`src/rtl/i2c_sclgen_pkg.sv`:
```
package i2c_sclgen_pkg;

   typedef enum logic [1:0] {
      SEQ_IDLE = 2'd0,
      SEQ_HEAD = 2'd1,
      SEQ_RUN  = 2'd2,
      SEQ_TAIL = 2'd3
   } seq_kind_t;

   localparam int TICKS_PER_PERIOD = 5;
   localparam int TICK_W           = 3;

   // Prescale from core rate, bus rate and fixed per-period overhead.
   function automatic int calc_prescale(input longint core_hz,
                                        input longint scl_hz,
                                        input int     ovh);
      longint ratio;
      ratio = (core_hz + scl_hz - 1) / scl_hz;
      return int'(((ratio - longint'(ovh)) / TICKS_PER_PERIOD) - 1);
   endfunction

endpackage

```
`src/rtl/i2c_sclgen_regs.sv`:
```
module i2c_sclgen_regs #(
   parameter int ADDR_W      = 5,
   parameter int DATA_W      = 32,
   parameter int PRE_W       = 12,
   parameter int PRE_DEFAULT = 263,
   parameter int ADDR_PRE    = 0,
   parameter int ADDR_CTRL   = 1,
   parameter int EN_BIT      = 6,
   parameter int RST_BIT     = 8
) (
   input  logic              clk,
   input  logic              rst_n,
   input  logic              we,
   input  logic [ADDR_W-1:0] addr,
   input  logic [DATA_W-1:0] wdata,
   output logic [PRE_W-1:0]  prescale,
   output logic              enable
);

   localparam logic [PRE_W-1:0]  PRE_RST  = PRE_W'(PRE_DEFAULT);
   localparam logic [ADDR_W-1:0] A_PRE    = ADDR_W'(ADDR_PRE);
   localparam logic [ADDR_W-1:0] A_CTRL   = ADDR_W'(ADDR_CTRL);

   if (PRE_W < 4 || PRE_W > DATA_W || RST_BIT >= DATA_W || EN_BIT >= DATA_W) begin : g_bad_width
      $error("i2c_sclgen_regs: field layout does not fit the data width");
   end
   if (ADDR_PRE == ADDR_CTRL) begin : g_bad_map
      $error("i2c_sclgen_regs: prescale and control share an address");
   end

   logic hit_pre, hit_ctrl, ctl_reset;
   logic unused_wdata;

   assign hit_pre      = we && (addr == A_PRE);
   assign hit_ctrl     = we && (addr == A_CTRL);
   assign ctl_reset    = hit_ctrl && wdata[RST_BIT];
   assign unused_wdata = ^wdata;

   always_ff @(posedge clk or negedge rst_n) begin
      if (!rst_n) begin
         prescale <= PRE_RST;
         enable   <= 1'b0;
      end else if (ctl_reset) begin
         prescale <= PRE_RST;
         enable   <= 1'b0;
      end else if (hit_ctrl) begin
         enable   <= wdata[EN_BIT];
      end else if (hit_pre) begin
         prescale <= wdata[PRE_W-1:0];
      end
   end

   assert_softrst_wins_R9: assert property (@(posedge clk) disable iff (!rst_n)
      (we && addr == A_CTRL && wdata[RST_BIT]) |=> (!enable && prescale == PRE_RST));

   assert_pre_load_R8: assert property (@(posedge clk) disable iff (!rst_n)
      (we && addr == A_PRE) |=> (prescale == $past(wdata[PRE_W-1:0])));

endmodule

```
`src/rtl/i2c_sclgen_tick.sv`:
```
module i2c_sclgen_tick
   import i2c_sclgen_pkg::*;
#(
   parameter int PRE_W      = 12,
   parameter int OVH_CYC    = 8,
   parameter bit STRETCH_EN = 1'b1
) (
   input  logic              clk,
   input  logic              rst_n,
   input  logic              clr,
   input  logic              load_head,
   input  logic              active,
   input  logic [PRE_W-1:0]  prescale,
   input  logic              scl_sense,
   output logic [TICK_W-1:0] tick_idx,
   output logic              tick_last,
   output logic              hold
);

   localparam int                CW       = PRE_W + 1;
   localparam logic [TICK_W-1:0] LAST_T   = TICK_W'(TICKS_PER_PERIOD - 1);
   localparam logic [TICK_W-1:0] FIRST_HI = TICK_W'(2);

   if (OVH_CYC < 0 || OVH_CYC >= (1 << PRE_W)) begin : g_bad_ovh
      $error("i2c_sclgen_tick: overhead does not fit the counter");
   end

   logic [CW-1:0] cnt;
   logic [CW-1:0] limit;

   assign limit = {1'b0, prescale} + ((tick_idx == LAST_T) ? CW'(OVH_CYC) : '0);

   // Stretch variant: hold while released but read back low.
   if (STRETCH_EN) begin : g_stretch
      assign hold = active && (tick_idx >= FIRST_HI) && !scl_sense;
   end else begin : g_no_stretch
      logic unused_sense;
      assign unused_sense = scl_sense;
      assign hold = 1'b0;
   end

   assign tick_last = active && !hold && (cnt >= limit);

   always_ff @(posedge clk or negedge rst_n) begin
      if (!rst_n) begin
         cnt      <= '0;
         tick_idx <= '0;
      end else if (clr) begin
         cnt      <= '0;
         tick_idx <= '0;
      end else if (load_head) begin
         cnt      <= '0;
         tick_idx <= FIRST_HI;
      end else if (tick_last) begin
         cnt      <= '0;
         tick_idx <= (tick_idx == LAST_T) ? '0 : tick_idx + 1'b1;
      end else if (active && !hold) begin
         cnt      <= cnt + 1'b1;
      end
   end

   assert_hold_freezes_R7: assert property (@(posedge clk) disable iff (!rst_n)
      (hold && !clr) |=> ($stable(cnt) && $stable(tick_idx)));

   assert_tick_range_R2: assert property (@(posedge clk) disable iff (!rst_n)
      tick_idx <= LAST_T);

endmodule

```
`src/rtl/i2c_sclgen_seq.sv`:
```
module i2c_sclgen_seq
   import i2c_sclgen_pkg::*;
(
   input  logic              clk,
   input  logic              rst_n,
   input  logic              enable,
   input  logic              run_req,
   input  logic [TICK_W-1:0] tick_idx,
   input  logic              tick_last,
   output logic              active,
   output logic              load_head,
   output logic              clr,
   output logic              scl_pull_low,
   output logic              stb_start,
   output logic              stb_change,
   output logic              stb_sample,
   output logic              stb_stop
);

   localparam logic [TICK_W-1:0] T_PRE_SAMPLE = TICK_W'(2);
   localparam logic [TICK_W-1:0] T_END        = TICK_W'(TICKS_PER_PERIOD - 1);

   seq_kind_t kind;

   assign active       = (kind != SEQ_IDLE);
   assign load_head    = enable && (kind == SEQ_IDLE) && run_req;
   assign clr          = !enable;
   assign scl_pull_low = active && (tick_idx < T_PRE_SAMPLE);

   always_ff @(posedge clk or negedge rst_n) begin
      if (!rst_n) begin
         kind       <= SEQ_IDLE;
         stb_start  <= 1'b0;
         stb_change <= 1'b0;
         stb_sample <= 1'b0;
         stb_stop   <= 1'b0;
      end else if (!enable) begin
         kind       <= SEQ_IDLE;
         stb_start  <= 1'b0;
         stb_change <= 1'b0;
         stb_sample <= 1'b0;
         stb_stop   <= 1'b0;
      end else begin
         stb_start  <= 1'b0;
         stb_change <= 1'b0;
         stb_sample <= 1'b0;
         stb_stop   <= 1'b0;
         if (kind == SEQ_IDLE) begin
            if (run_req) kind <= SEQ_HEAD;
         end else if (tick_last) begin
            if (tick_idx == T_PRE_SAMPLE) begin
               stb_start  <= (kind == SEQ_HEAD);
               stb_sample <= (kind == SEQ_RUN);
               stb_stop   <= (kind == SEQ_TAIL);
            end else if (tick_idx == T_END) begin
               if (kind == SEQ_TAIL) begin
                  kind <= SEQ_IDLE;
               end else begin
                  kind       <= run_req ? SEQ_RUN : SEQ_TAIL;
                  stb_change <= 1'b1;
               end
            end
         end
      end
   end

   assert_one_strobe_R4: assert property (@(posedge clk) disable iff (!rst_n)
      $onehot0({stb_start, stb_change, stb_sample, stb_stop}));

   assert_change_while_low_R3: assert property (@(posedge clk) disable iff (!rst_n)
      stb_change |-> scl_pull_low);

   assert_mid_high_strobes_R4: assert property (@(posedge clk) disable iff (!rst_n)
      (stb_sample || stb_start || stb_stop) |-> !scl_pull_low);

   assert_disable_idles_R8: assert property (@(posedge clk) disable iff (!rst_n)
      !enable |=> (!active && !scl_pull_low));

   assert_start_from_idle_R5: assert property (@(posedge clk) disable iff (!rst_n)
      (enable && !active && run_req) |=> (active && !scl_pull_low));

endmodule

```
`src/rtl/i2c_scl_prescaler.sv`:
```
module i2c_scl_prescaler
   import i2c_sclgen_pkg::*;
#(
   parameter longint CORE_HZ    = 133_000_000,
   parameter longint SCL_HZ     = 100_000,
   parameter int     OVH_CYC    = 8,
   parameter int     PRE_W      = 12,
   parameter int     ADDR_W     = 5,
   parameter int     DATA_W     = 32,
   parameter bit     STRETCH_EN = 1'b1
) (
   input  logic              clk,
   input  logic              rst_n,
   input  logic              cfg_we,
   input  logic [ADDR_W-1:0] cfg_addr,
   input  logic [DATA_W-1:0] cfg_wdata,
   input  logic              run_req,
   input  logic              scl_sense,
   output logic              scl_pull_low,
   output logic [2:0]        phase_tick,
   output logic              stb_start,
   output logic              stb_change,
   output logic              stb_sample,
   output logic              stb_stop,
   output logic              clk_busy
);

   localparam int PRE_DEFAULT = calc_prescale(CORE_HZ, SCL_HZ, OVH_CYC);

   if (SCL_HZ <= 0 || SCL_HZ > 400_000) begin : g_bad_rate
      $error("i2c_scl_prescaler: bus rate outside the supported range");
   end
   if (PRE_DEFAULT < 0 || PRE_DEFAULT >= (1 << PRE_W)) begin : g_bad_default
      $error("i2c_scl_prescaler: default prescale does not fit PRE_W");
   end

   logic [PRE_W-1:0]  prescale;
   logic              enable;
   logic              active, load_head, clr, tick_last, hold;
   logic [TICK_W-1:0] tick_idx;
   logic              unused_hold;

   i2c_sclgen_regs #(
      .ADDR_W      (ADDR_W),
      .DATA_W      (DATA_W),
      .PRE_W       (PRE_W),
      .PRE_DEFAULT (PRE_DEFAULT)
   ) u_regs (
      .clk      (clk),
      .rst_n    (rst_n),
      .we       (cfg_we),
      .addr     (cfg_addr),
      .wdata    (cfg_wdata),
      .prescale (prescale),
      .enable   (enable)
   );

   i2c_sclgen_tick #(
      .PRE_W      (PRE_W),
      .OVH_CYC    (OVH_CYC),
      .STRETCH_EN (STRETCH_EN)
   ) u_tick (
      .clk       (clk),
      .rst_n     (rst_n),
      .clr       (clr),
      .load_head (load_head),
      .active    (active),
      .prescale  (prescale),
      .scl_sense (scl_sense),
      .tick_idx  (tick_idx),
      .tick_last (tick_last),
      .hold      (hold)
   );

   i2c_sclgen_seq u_seq (
      .clk          (clk),
      .rst_n        (rst_n),
      .enable       (enable),
      .run_req      (run_req),
      .tick_idx     (tick_idx),
      .tick_last    (tick_last),
      .active       (active),
      .load_head    (load_head),
      .clr          (clr),
      .scl_pull_low (scl_pull_low),
      .stb_start    (stb_start),
      .stb_change   (stb_change),
      .stb_sample   (stb_sample),
      .stb_stop     (stb_stop)
   );

   assign phase_tick  = tick_idx;
   assign clk_busy    = active;
   assign unused_hold = hold;

   assert_idle_released_R1: assert property (@(posedge clk) disable iff (!rst_n)
      (!clk_busy && !$past(clk_busy)) |-> (!scl_pull_low && !stb_change && !stb_sample));

endmodule

```
`config.mk`:
```
export PLATFORM = sky130hd
export DESIGN_NAME = i2c_scl_prescaler
export DESIGN_NICKNAME = d
export VERILOG_FILES = /design/src/rtl/i2c_sclgen_pkg.sv /design/src/rtl/i2c_sclgen_regs.sv /design/src/rtl/i2c_sclgen_tick.sv /design/src/rtl/i2c_sclgen_seq.sv /design/src/rtl/i2c_scl_prescaler.sv
export SDC_FILE = /design/constraint.sdc
export NUM_CORES = 1
export LEC_CHECK = 0
export BUFFER_PORTS_ARGS = -buffer_cell sky130_fd_sc_hd__buf_4
export CORE_ASPECT_RATIO = 1.5
export CORE_MARGIN = 2
export CORE_UTILIZATION = 50
export CTS_BUF_LIST = sky130_fd_sc_hd__clkbuf_4 sky130_fd_sc_hd__clkbuf_8
export CTS_CLUSTER_DIAMETER = 200
export DETAILED_ROUTE_END_ITERATION = 7
export GPL_TIMING_DRIVEN = 0
export PLACE_DENSITY = 0.86
export SYNTH_ARGS = -nofsm -noshare
export SYNTH_HDL_FRONTEND = slang
export SYNTH_SLANG_ARGS = --single-unit
```
`constraint.sdc`:
```
create_clock -name clk -period 3.5 [get_ports clk]
set_clock_uncertainty 0.2 [all_clocks]
set_input_delay 0.175 -clock clk [delete_from_list [all_inputs] [get_ports clk]]
set_output_delay 0.175 -clock clk [all_outputs]
set_load 0.1 [all_outputs]
```
# Yosys cells after proc, flatten, opt, wreduce, memory -nomap -nowiden
# Cells that the tools add are included.
word_totals:
  input_bits: 42
  reg_bits: 35
  output_inout_bits: 9
  elab_cells: 87
op_classes:
  n_addsub: 3
  n_reduce_logical: 19
  order_cmp: 3
  mux: 40
  eq_ne: 13
ops:
  columns: ["operator", "count"]
  rows:
  - ["two-way mux 13 bit", 4]
  - ["two-way mux 12 bit", 3]
  - ["two-way mux 1 bit", 21]
  - ["two-way mux 2 bit", 7]
  - ["adder 12 x 13 -> 13 bit", 1]
  - ["adder 13 x 1 -> 13 bit (second input constant)", 1]
  - ["greater-or-equal comparator 13 bit", 1]
  - ["two-way mux 3 bit", 4]
  - ["logical AND 1 bit", 10]
  - ["inequality test 3 x 2 -> 1 bit (second input constant)", 2]
  - ["inequality test 3 bit (second input constant)", 2]
  - ["nonzero test 2 bit", 3]
  - ["equality test 5 x 1 -> 1 bit (second input constant)", 1]
  - ["zero test 5 bit", 1]
  - ["equality test 2 bit (second input constant)", 2]
  - ["two-way mux 4 bit", 1]
  - ["inequality test 4 x 3 -> 1 bit (second input constant)", 1]
  - ["AND reduction 4 bit", 1]
  - ["adder 3 x 1 -> 3 bit (second input constant)", 1]
  - ["equality test 3 x 2 -> 1 bit (second input constant)", 1]
  - ["equality test 3 bit (second input constant)", 1]
  - ["greater-or-equal comparator 3 x 2 -> 1 bit (second input constant)", 1]
  - ["less-than comparator 3 x 2 -> 1 bit (second input constant)", 1]
  - ["inequality test 3 x 1 -> 1 bit (second input constant)", 1]
  - ["other kinds (5)", 6]

# Logic depth before layout (Yosys ltp)
depth:
  depth_word: 9
  ltp_mapped: 18
  mapped_depth_nobuf: 17

# Cells and area by module
# Synthesis repeated with hierarchy kept, for this count alone.
hier_totals:
  hier_cells: 227
  hier_area_um2: 2354.8
modules_own_cells:
  columns: ["mod", "cells_per_inst", "seq_area_each_um2", "area_per_inst_um2", "n_inst"]
  rows:
  - ["i2c_sclgen_tick", 155, 400.4, 1466.4, 1]
  - ["i2c_sclgen_regs", 38, 330.3, 534.3, 1]
  - ["i2c_sclgen_seq", 34, 150.1, 354.1, 1]

# Worst setup path before layout
# No wires, ideal clock.
synth_timing:
  path_type: "register to register"
  startpoint: "reg u_tick.tick_idx[0]"
  endpoint: "reg u_tick.cnt[5]"
  required_time_ps: 3229
  path_slack_ps: -551
  arrival_ps: 3779
  path_stages_with_launch: 19
  period_less_slack_ps: 4051
  setup_time_ps: 71
  n_path_buf: 1
  cell_sequence: "dfrtp_1 inv_1 ha_1 nand2_1 inv_1 ha_1 ha_1 nand3_1 nor2_1 nand3_1 xor2_1 ha_1 and4_1 and3_1 a32oi_1 o21ai_2 or2_1 buf_4 nor2_1"
synth_via:
  elab_chain_len: 9
  word_cells_on_any_way: 14
  cone_classes: "add/sub: 1; order compare: 2; eq/ne: 2; mux: 4; reduce/logical: 5"
synth_rtl:
  columns: ["element", "line_no", "source"]
  rows:
  - ["from (decl)", "i2c_sclgen_tick.sv:15", "output logic [TICK_W-1:0] tick_idx,"]
  - ["from (signal assigned)", "i2c_sclgen_tick.sv:56", "tick_idx <= (tick_idx == LAST_T) ? '0 : tick_idx + 1'b1;"]
  - ["parallel branches: the longest is 9 deep, another holds adder 12 x 13 -> 13 bit", null, null]
  - ["to (signal assigned)", "i2c_sclgen_tick.sv:58", "cnt <= cnt + 1'b1;"]
  - ["to (decl)", "i2c_sclgen_tick.sv:28", "logic [CW-1:0] cnt;"]
# Several ways; the timed one is not identified.
# A chain may end at the register's enable or synchronous reset.

# Worst setup path after layout
layout_timing:
  startpoint: "reg u_tick.tick_idx[1]"
  endpoint: "reg u_tick.cnt[7]"
# The elaborated chain is that of the path after synthesis.

==> impl_metrics.py <==
metrics = {
    "clock_tree": {
        "cts_max_path_buffers": 2,
        "clock-root-buffer": "clkbuf_8",
        "clkLatencyLatePin_ns": 0.30,
        "cts_tree": "built",
        "cts.sinks": 35,
        "clk_pin_slew_ns": 0.07,
        "numCtsBuffers": 5,
        "h-tree-depth": 2,
    },
    "cells_and_area": {
        "mostFrequentLayoutCells": "43 x buf_4, 28 x dfrtp_1, 20 x ha_1",
        "drive_above_1_share_pct": 30.18,
        "layout_commonest_cell": "buf_4",
        "antenna_cells": 0,
        "nets": 350,
        "area_delta_synth_final_pct": 38.53,
        "final.fill_count": 291,
    },
    "detailed_routing": {
        "routed_via_density": 5.915,
        "postRouteWirelength_um": 5876,
        "drt_iter0_markers": 73,
        "routedWlPerCell_um": 17.75,
        "first_pass_iters": 4,
        "ant_nets": 0,
        "drcViolationCount": 0,
        "vias": 1958,
    },
    "synth": {
        "synth_compound_area_share_pct": 12.77,
        "synth_nets": 283,
        "synth-seq-area-share_pct": 41.61,
        "synth_top_family_by_area": "simple AND/OR/NAND/NOR gates",
        "synth_fa_ha_area_share_pct": 14.18,
        "syn_avg_cell_area_um2": 9.756,
        "yosysUniqueCellTypes": 38,
        "yosys.area_share.simple_pct": 19.39,
        "synthesis.area_mm2": 0.002117,
        "async_flop_share_pct": 100.0,
        "yosys_warnings": 0,
        "synth_edf_count": 0,
        "yosys_register_bits": 35,
        "synth_flop_cell": "dfrtp_1",
        "syn-instance-count": 217,
        "synthMuxAreaShare_pct": 1.418,
        "synth_xor_area_share_pct": 7.447,
    },
    "worst_setup_path": {
        "reg2reg_from": "u_tick.tick_idx[1]",
        "start_kind": "flip-flop",
        "path_class": "reg -> reg",
        "cp_cell_sequence": "inv_4 > ha_4 > nand2_4 > inv_4 > ha_1 > and3_1 > nand3_2 > nor2_2 > xnor2_1 > ha_1 > and4_1 > and3_1 > a32oi_2 > o21ai_4 > or2_4 > buf_6 > nor2_2",
        "crit_arrival_ns": 3.51,
        "crit_path_end_kind": "flip-flop",
        "cp_max_fo": 5,
        "startpoint": "u_tick.tick_idx[1]",
        "critPathSlowestCell": "dfrtp_4",
        "cp.required_ns": 3.53,
        "cpPeakStageDelay_ns": 0.50,
    },
    "floorplan": {
        "ioPinCount": 51,
        "rows": 29,
        "dieArea_mm2": 0.004782,
        "start_util_pct": 51.18,
        "core_area_mm2": 0.004136,
        "die_height_um": 83.70,
        "die_w_um": 57.13,
    },
    "global_routing": {
        "grt_overflow_total": 0,
        "grt_pass1_wl_um": 8694,
        "track_usage_pct": 23.61,
        "grt_pass1_vias": 1899,
        "grt_max_degree": 36,
        "antenna_found_initial": 0,
    },
    "power": {
        "leakage_nw": 1.386,
        "power_mw": 1.096,
        "powerDensity_mw_per_mm2": 373.7,
        "peakVddDrop_v": 0.0004395,
    },
    "job": {
        "cap_violations": 0,
    },
    "sta": {
        "slew_headroom_pct": 46.83,
        "tightest_slew_ns": 0.7904,
        "rsz0062_at_grt": "true",
        "fin_crit_sh_pct": 99.48,
        "drv_slew": 0,
        "max_freq_ghz": 0.2872,
        "fin_setup_tns_ns": 0,
        "setup-violations-final": 0,
        "post-route-min-period_ns": 3.482,
        "finalHoldViolCount": 0,
    },
    "hold_path": {
        "min_path_type": "in -> reg",
        "hp-start": "run_req",
    },
    "placed_design": {
        "io_buffers": 30,
        "dpl.hpwl_um": 3418,
        "place_congestion": 0.8046,
    },
    "status": {
        "status": "finished clean",
    },
}
## registers in the layout, summed over array words and instances, names as in the netlist
signal and flops:
u_regs.enable 1, u_regs.prescale 12, u_seq.kind 2, u_seq.stb_change 1, u_seq.stb_sample 1, u_seq.stb_start 1, u_seq.stb_stop 1, u_tick.cnt 13
u_tick.tick_idx 3
## synthesized netlist by cell type (all sizes together), types with 2 or more instances
cell | n | share of area, %
ha | 24 | 14
a21o | 3 | 1.1
dfrtp | 31 | 37
o31ai | 2 | 0.71
and4 | 2 | 0.83
inv | 14 | 2.5
clkbuf | 2 | 0.35
nor2 | 17 | 3.0
mux2i | 3 | 1.4
a21boi | 2 | 0.71
nand3 | 16 | 3.8
nand2b | 3 | 0.89
nand2 | 16 | 3.0
dfstp | 4 | 5.0
a22o | 8 | 3.3
xor2 | 13 | 5.4
or3 | 2 | 0.59
nor3 | 2 | 0.47
xnor2 | 5 | 2.1
and2 | 5 | 1.5
nand4 | 4 | 1.2
a21oi | 14 | 3.3
o21ai | 6 | 1.6
and3 | 7 | 2.1
## critical path: cells and delay by family, from the launching register on
family	cells	cell delay, ns
AO/OA/AOI/OAI	2	0.39
XOR/XNOR	1	0.10
adder cells (fa/ha/maj)	3	0.64
buffers and inverters	3	0.29
flip-flops	1	0.50
AND/OR/NAND/NOR	8	1.28
## area by class of cell
cell class                      instances  area (µm²)  share of cell area [%]
Multi-Input combinational cell        166        1310                   44.67
Buffer                                  3       18.77                  0.6399
Inverter                               14       60.06                   2.048
Tap cell                               46       57.56                   1.962
Clock buffer                            5       68.82                   2.346
Timing Repair Buffer                   59       484.2                   16.51
Clock inverter                          3       43.79                   1.493
Sequential cell                        35       889.6                   30.33
## worst paths after layout
path                                           end  slack (ns)  cells after the start
worst max-delay path                 u_tick.cnt[7]        0.02                     17
worst min-delay path            u_tick.tick_idx[1]        0.07                      3
worst max register to register       u_tick.cnt[7]        0.02                     17
worst min register to register  u_regs.prescale[0]        0.28                      2
max in group asynchronous       u_tick.tick_idx[1]        2.60                      2
min in group asynchronous       u_regs.prescale[7]        0.16                      2
## timing repair
| item | 4_1_cts | 5_1_grt |
|---|---|---|
| pin swaps | 5 | 16 |
| hold endpoints to repair | 48 | 0 |
| hold buffers | 15 | 0 |
| resized for setup | 6 | 22 |
| setup buffers | 7 | 6 |
| cloned | 2 | 0 |
| endpoints found under the setup margin | 17 | 20 |
## cell families (layout without fill, tap and decap cells)
kind of cell               count (synthesis)  in the layout
muxes                                      3              3
xor gates and xnor gates                  18             18
AOI/OAI and AO/OA                         40             41
DFF                                       35             35
buffers and inverters                     17             84
adders and majority gates                 24             24
and+or+nand+nor                           80             80
## metrics by stage
| stage | cell area [µm²] | hold WS (ns) | util, % | std cells | setup WS, ns |
|---|---|---|---|---|---|
| 6_report | 2933 | 0.07094 | 70.90 | 331 | 0.01808 |
| 5_1_grt | 2933 | 0.08023 | 70.90 | 331 | -0.07978 |
| 4_1_cts | 2785 | 0.04431 | 67.33 | 325 | 0.003197 |
| 3_5_place_dp | 2437 | -0.05015 | 58.92 | 293 | -0.09018 |
| 3_3_place_gp | 2437 | -0.05437 | 58.92 | 293 | -0.02505 |
| 2_1_floorplan | 2155 | -0.3206 | - | 217 | 0.0008153 |
## per-layer routing
layer / wire length, µm / track usage [%] / vias up
met5: 0 / 0 / -
met3: 295 / 4.341 / 16
met4: 153 / 11.21 / 0
li1: - / - / 900
met1: 2097 / 26.21 / 961
met2: 3330 / 42.11 / 81
## report_power, final
group	switching (mW)	internal [mW]	leakage, nW
clock	0.156	0.212	0.0581
combinational	0.145	0.103	0.866
sequential	0.0402	0.440	0.462
total	0.341	0.755	1.39
Note: power is estimated with default switching activity, not from simulation.
